<file path="config.mk">
export PLATFORM = sky130hd
export DESIGN_NAME = pc_unit
export DESIGN_NICKNAME = d
export VERILOG_FILES = /design/src/rtl/pc_pkg.sv /design/src/rtl/pc_src_arb.sv /design/src/rtl/pc_next_calc.sv /design/src/rtl/pc_hilatch.sv /design/src/rtl/pc_unit.sv
export SDC_FILE = /design/constraint.sdc
export NUM_CORES = 1
export LEC_CHECK = 0
export BUFFER_PORTS_ARGS = -buffer_cell sky130_fd_sc_hd__buf_2
export CAP_MARGIN = 20
export CORE_ASPECT_RATIO = 0.7
export CORE_UTILIZATION = 48
export CTS_CLUSTER_SIZE = 14
export DETAILED_ROUTE_END_ITERATION = 8
export PLACE_DENSITY_LB_ADDON = 0.2
export SLEW_MARGIN = 20
export SYNTH_ARGS = -nofsm -noshare
export SYNTH_HDL_FRONTEND = slang
export SYNTH_SLANG_ARGS = --single-unit
</file>
<file path="constraint.sdc">
create_clock -name clk -period 4.1 [get_ports clk]
set_clock_uncertainty 0.15 [all_clocks]
set_input_delay 0 -clock clk [delete_from_list [all_inputs] [get_ports clk]]
set_output_delay 0 -clock clk [all_outputs]
set_load 0.1 [all_outputs]
</file>
<file path="src/rtl/pc_pkg.sv">
package pc_pkg;
  // Source chosen for the next fetch address, in no particular order
  typedef enum logic [2:0] {
    SRC_HOLD = 3'd0,
    SRC_INC  = 3'd1,
    SRC_LOWR = 3'd2,
    SRC_JMP  = 3'd3,
    SRC_RET  = 3'd4
  } pc_src_e;
endpackage

</file>
<file path="src/rtl/pc_src_arb.sv">
module pc_src_arb
  import pc_pkg::*;
(
  input  logic    ret_i,
  input  logic    jmp_i,
  input  logic    lo_wr_i,
  input  logic    adv_i,
  output pc_src_e src_o
);
  // Fixed priority: return, jump, low-byte write, increment
  always_comb begin
    if (ret_i)        src_o = SRC_RET;
    else if (jmp_i)   src_o = SRC_JMP;
    else if (lo_wr_i) src_o = SRC_LOWR;
    else if (adv_i)   src_o = SRC_INC;
    else              src_o = SRC_HOLD;
  end
endmodule

</file>
<file path="src/rtl/pc_next_calc.sv">
module pc_next_calc
  import pc_pkg::*;
#(
  parameter int PC_W  = 13,
  parameter int LO_W  = 8,
  parameter int LIT_W = 11
) (
  input  pc_src_e               src_i,
  input  logic [PC_W-1:0]       pc_q_i,
  input  logic [PC_W-LO_W-1:0]  lat_i,
  input  logic [LO_W-1:0]       lo_wdata_i,
  input  logic [LIT_W-1:0]      jmp_lit_i,
  input  logic [PC_W-1:0]       ret_addr_i,
  output logic [PC_W-1:0]       pc_d_o
);
  localparam int LAT_W = PC_W - LO_W;
  localparam int JHI_W = PC_W - LIT_W;

  logic [PC_W-1:0] jmp_tgt;
  logic [PC_W-1:0] inc_val;

  // Jump target: literal in the low bits, top latch bits above it
  generate
    if (JHI_W > 0) begin : g_jmp_page
      assign jmp_tgt = {lat_i[LAT_W-1 -: JHI_W], jmp_lit_i};
    end else begin : g_jmp_full
      assign jmp_tgt = jmp_lit_i[PC_W-1:0];
    end
  endgenerate

  // Plain binary wrap at the top of the address space
  assign inc_val = pc_q_i + {{(PC_W-1){1'b0}}, 1'b1};

  always_comb begin
    unique case (src_i)
      SRC_RET:  pc_d_o = ret_addr_i;
      SRC_JMP:  pc_d_o = jmp_tgt;
      SRC_LOWR: pc_d_o = {lat_i, lo_wdata_i};
      SRC_INC:  pc_d_o = inc_val;
      default:  pc_d_o = pc_q_i;
    endcase
  end
endmodule

</file>
<file path="src/rtl/pc_hilatch.sv">
module pc_hilatch #(
  parameter int W = 5
) (
  input  logic         clk,
  input  logic         rst_n,
  input  logic         wr_i,
  input  logic [W-1:0] wdata_i,
  output logic [W-1:0] q_o
);
  logic [W-1:0] q_d;

  always_comb begin
    q_d = q_o;
    if (wr_i) q_d = wdata_i;
  end

  always_ff @(posedge clk or negedge rst_n) begin
    if (!rst_n)    q_o <= '0;
    else if (wr_i) q_o <= q_d;
  end

  AST_LATCH_KEEP: assert property (@(posedge clk) disable iff (!rst_n)
    !wr_i |=> $stable(q_o));
  AST_LATCH_LOAD: assert property (@(posedge clk) disable iff (!rst_n)
    wr_i |=> q_o == $past(wdata_i));
endmodule

</file>
<file path="src/rtl/pc_unit.sv">
module pc_unit
  import pc_pkg::*;
#(
  parameter int PC_W  = 13,
  parameter int LO_W  = 8,
  parameter int LIT_W = 11
) (
  input  logic                  clk,
  input  logic                  rst_n,
  input  logic                  adv_i,
  input  logic                  lo_wr_i,
  input  logic [LO_W-1:0]       lo_wdata_i,
  input  logic                  jmp_i,
  input  logic [LIT_W-1:0]      jmp_lit_i,
  input  logic                  ret_i,
  input  logic [PC_W-1:0]       ret_addr_i,
  input  logic                  lat_wr_i,
  input  logic [PC_W-LO_W-1:0]  lat_wdata_i,
  output logic [PC_W-1:0]       fetch_addr_o,
  output logic [LO_W-1:0]       lo_rdata_o,
  output logic [PC_W-LO_W-1:0]  lat_rdata_o
);
  localparam int LAT_W = PC_W - LO_W;
  localparam int JHI_W = PC_W - LIT_W;

  pc_src_e           src;
  logic [PC_W-1:0]   pc_d;
  logic [PC_W-1:0]   pc_q;
  logic [LAT_W-1:0]  lat_q;
  logic              pc_en;

  pc_hilatch #(.W(LAT_W)) u_lat (
    .clk     (clk),
    .rst_n   (rst_n),
    .wr_i    (lat_wr_i),
    .wdata_i (lat_wdata_i),
    .q_o     (lat_q)
  );

  pc_src_arb u_arb (
    .ret_i   (ret_i),
    .jmp_i   (jmp_i),
    .lo_wr_i (lo_wr_i),
    .adv_i   (adv_i),
    .src_o   (src)
  );

  pc_next_calc #(.PC_W(PC_W), .LO_W(LO_W), .LIT_W(LIT_W)) u_next (
    .src_i      (src),
    .pc_q_i     (pc_q),
    .lat_i      (lat_q),
    .lo_wdata_i (lo_wdata_i),
    .jmp_lit_i  (jmp_lit_i),
    .ret_addr_i (ret_addr_i),
    .pc_d_o     (pc_d)
  );

  assign pc_en = (src != SRC_HOLD);

  always_ff @(posedge clk or negedge rst_n) begin
    if (!rst_n)     pc_q <= '0;
    else if (pc_en) pc_q <= pc_d;
  end

  assign fetch_addr_o = pc_q;
  assign lo_rdata_o   = pc_q[LO_W-1:0];
  assign lat_rdata_o  = lat_q;

  AST_RET_LOAD: assert property (@(posedge clk) disable iff (!rst_n)
    ret_i |=> pc_q == $past(ret_addr_i));
  AST_JMP_LOAD: assert property (@(posedge clk) disable iff (!rst_n)
    (!ret_i && jmp_i) |=>
      pc_q == {$past(lat_q[LAT_W-1 -: JHI_W]), $past(jmp_lit_i)});
  AST_LOWR_LOAD: assert property (@(posedge clk) disable iff (!rst_n)
    (!ret_i && !jmp_i && lo_wr_i) |=>
      pc_q == {$past(lat_q), $past(lo_wdata_i)});
  AST_INC_STEP: assert property (@(posedge clk) disable iff (!rst_n)
    (!ret_i && !jmp_i && !lo_wr_i && adv_i) |=>
      pc_q == $past(pc_q) + {{(PC_W-1){1'b0}}, 1'b1});
  AST_IDLE_HOLD: assert property (@(posedge clk) disable iff (!rst_n)
    (!ret_i && !jmp_i && !lo_wr_i && !adv_i) |=> $stable(pc_q));
  AST_LO_READ: assert property (@(posedge clk) disable iff (!rst_n)
    lo_rdata_o == fetch_addr_o[LO_W-1:0]);
endmodule

</file>
==> flow_metrics.env <==
export IMPL_status="finished clean"
export IMPL_grt_max_degree=29
export IMPL_path_class="reg -> reg"
export IMPL_postSynth_asyncResetShare_pct=100
export IMPL_fillers=204
export IMPL_die_w_um=64.7
export IMPL_place_area_mm2=0.00160
export IMPL_post_drt_via_cell_ratio=5.63
export IMPL_dr_pass1_iters=4
export IMPL_holdWs_ns=0.0282
export IMPL_dp_final_hpwl_um=2620
export IMPL_final_util_pct=77.0
export IMPL_critical_path_arrival_ns=2.33
export IMPL_die_h_um=45.9
export IMPL_antenna_left=0
export IMPL_power_leakage_nw=0.873
export IMPL_track_usage_pct=28.9
export IMPL_num_antenna_cells=0
export IMPL_area_growth_pct=47.9
export IMPL_start_util_pct=52.0
export IMPL_crit_chain="nand3_1, nor4_1, a2111oi_0, o2bb2ai_1, dlygate4sd3_1"
export IMPL_rsz0062_at_grt="false"
export IMPL_fp_row_count=15
export IMPL_port_buffers=69
export IMPL_ys_ff_latch=18
export IMPL_drt_total_wl_um=4030
export IMPL_drive_gt1_share_pct=32.6
export IMPL_cap_viol_max_count=0
export IMPL_antenna_found_initial=0
export IMPL_cts_tree="built"
export IMPL_fin_tns_setup_ns=0
export IMPL_total_power_mw=0.700
export IMPL_synthTopCellsByArea="dfrtp_1, xnor2_1, nand2_1, buf_4, o21ai_0"
export IMPL_cp_end_kind="flop"
export IMPL_clock_root_buffer="clkbuf_8"
export IMPL_finalHoldViolCount=0
export IMPL_grt_overflow=0
export IMPL_ir_drop_uv=305
export IMPL_cts_reportedPaths_clkPinSlew_ns=0.07
export IMPL_pin_count=70
export IMPL_grt_pass1_vias=1425
export IMPL_slew_headroom_pct=49.7
export IMPL_yosysTopAreaCell="dfrtp_1"
export IMPL_grt_pass1_wl_um=6390
export IMPL_slowest_stage="dlygate4sd3_1"
export IMPL_synth_edf_count=0
export IMPL_slew_violations=0
export IMPL_cts_sinks=18
export IMPL_gp_congestion=0.916
export IMPL_cp_required_ns=4.10
export IMPL_ys_flop_type="dfrtp_1"
export IMPL_syn_area_mm2=0.00132
export IMPL_fmax_mhz=428
export IMPL_fin_area_mm2=0.00195
export IMPL_core_area_mm2=0.00253
export IMPL_via_count=1553
export IMPL_avgSynthCellArea_um2=8.40
export IMPL_place_worst_setup_slack_ns=2.30
export IMPL_ys_types=43
export IMPL_first_iter_violations=113
export IMPL_setup_viol=0
export IMPL_yosysTopAreaCellShare_pct=34.2
export IMPL_wl_per_cell_um=14.6
export IMPL_max_stage_delay_ns=0.57
export IMPL_route_detailed_drc=0
export IMPL_min_period_ns=2.34
export IMPL_fin_crit_sh_pct=57.0
export IMPL_stdcell_count=276
export IMPL_worst_pin_slew_ns=0.745
export IMPL_fin_ws_ns=1.76
export IMPL_synth_cells=157
export IMPL_insertion_delay_ns=0.26
export IMPL_seq_area_frac_synth_pct=34.2
export IMPL_hold_class="in -> reg"
export IMPL_start_kind="flop"
export IMPL_cts_path_max_buffers=2
export IMPL_dieArea_mm2=0.00296
export IMPL_htreeDepth=1
export IMPL_place_inst=242
export IMPL_cp_max_fo=10
export IMPL_yosysWarnings=0
export IMPL_numCtsBuffers=3
export IMPL_synth_fp_nets=202
export IMPL_powerDensity_mw_per_mm2=359
export IMPL_post_cts_buffers=0
export IMPL_nets=289
-- power by group --
group          switching, mW  total [mW]  internal, mW
clock                 0.0606       0.126        0.0654
sequential            0.0269       0.222         0.195
combinational          0.262       0.352        0.0897
total                  0.350       0.700         0.351
-- flip-flops by register name (all words and copies together) (netlist names) --
register,count
fetch_addr_o,13
u_lat.q_o,5
-- area by class of cell --
type                       count  area [um2]  area share, %
inverter                       5        18.8          0.962
clock buffer                   3        41.3           2.12
sequential                    18         450           23.1
tap                           34        42.5           2.18
timing repair buffer         100         656           33.6
multi-input combinational    116         742           38.0
-- timing repair --
action / CTS / global route
hold buffers: 31 / 0
resized for setup: 0 / 0
endpoints found under the hold margin: 36 / 0
-- routing by layer --
layer / GRT usage, % / vias to the layer above / part of all wire [%]
li1: - / 748 / -
met1: 37.2 / 715 / 44
met2: 47.8 / 78 / 47
met3: 5.75 / 12 / 7.0
met4: 13.3 / 0 / 2.1
met5: 0 / - / 0
-- cell usage in the layout (no fill, tap or decap), types with 2 or more instances in the layout --
cell type,instances
nor3b_1,2
o31ai_1,3
nor2_1,7
a21oi_1,9
mux2_2,4
nand2_1,17
nor3_1,7
clkbuf_8,3
a221o_1,3
nor2b_1,3
inv_1,5
mux2i_1,2
nand4_1,3
a221oi_1,2
buf_2,69
o22ai_1,2
a211oi_1,2
a2111oi_0,2
o221ai_1,3
nor4_1,4
nand3_1,7
dfrtp_1,18
xnor2_1,8
o21ai_0,10
dlygate4sd3_1,31
-- synthesized netlist by cell type, types with 4 or more instances --
cell,count
dfrtp_1,18
mux2_2,4
a21oi_1,9
nor4_1,4
xnor2_1,8
inv_1,5
clkbuf_1,6
nand2_1,17
nand3_1,7
buf_4,8
nor3_1,7
o21ai_0,10
nor2_1,7
-- worst max-delay path, delay by kind of cell, from the launching register on --
family | cells | cell delay [ns]
AOI/OAI and AO/OA | 2 | 0.60
and+or+nand+nor | 2 | 0.46
buffers and inverters | 1 | 0.57
DFF | 1 | 0.44
-- logic make-up after synthesis --
family,share of synthesized area (%)
buffers and inverters,9.58
AOI/OAI and AO/OA,20.8
DFF,34.2
adders and majority gates,0.949
xor gates and xnor gates,5.31
and+or+nand+nor,24.3
muxes,4.93
-- worst paths after layout --
path	cells after the start	end	slack [ns]	from
worst max-delay path	5	fetch_addr_o[7]$_DFFE_PN0P_	1.76	fetch_addr_o[2]$_DFFE_PN0P_
worst min-delay path	4	fetch_addr_o[4]$_DFFE_PN0P_	0.03	jmp_lit_i[4]
worst max register to register	5	fetch_addr_o[7]$_DFFE_PN0P_	1.76	fetch_addr_o[2]$_DFFE_PN0P_
worst min register to register	2	fetch_addr_o[12]$_DFFE_PN0P_	0.46	fetch_addr_o[12]$_DFFE_PN0P_
max in group asynchronous	2	fetch_addr_o[11]$_DFFE_PN0P_	3.44	rst_n
min in group asynchronous	2	fetch_addr_o[4]$_DFFE_PN0P_	0.06	rst_n
No activity file was read; power rests on OpenSTA's default activity.
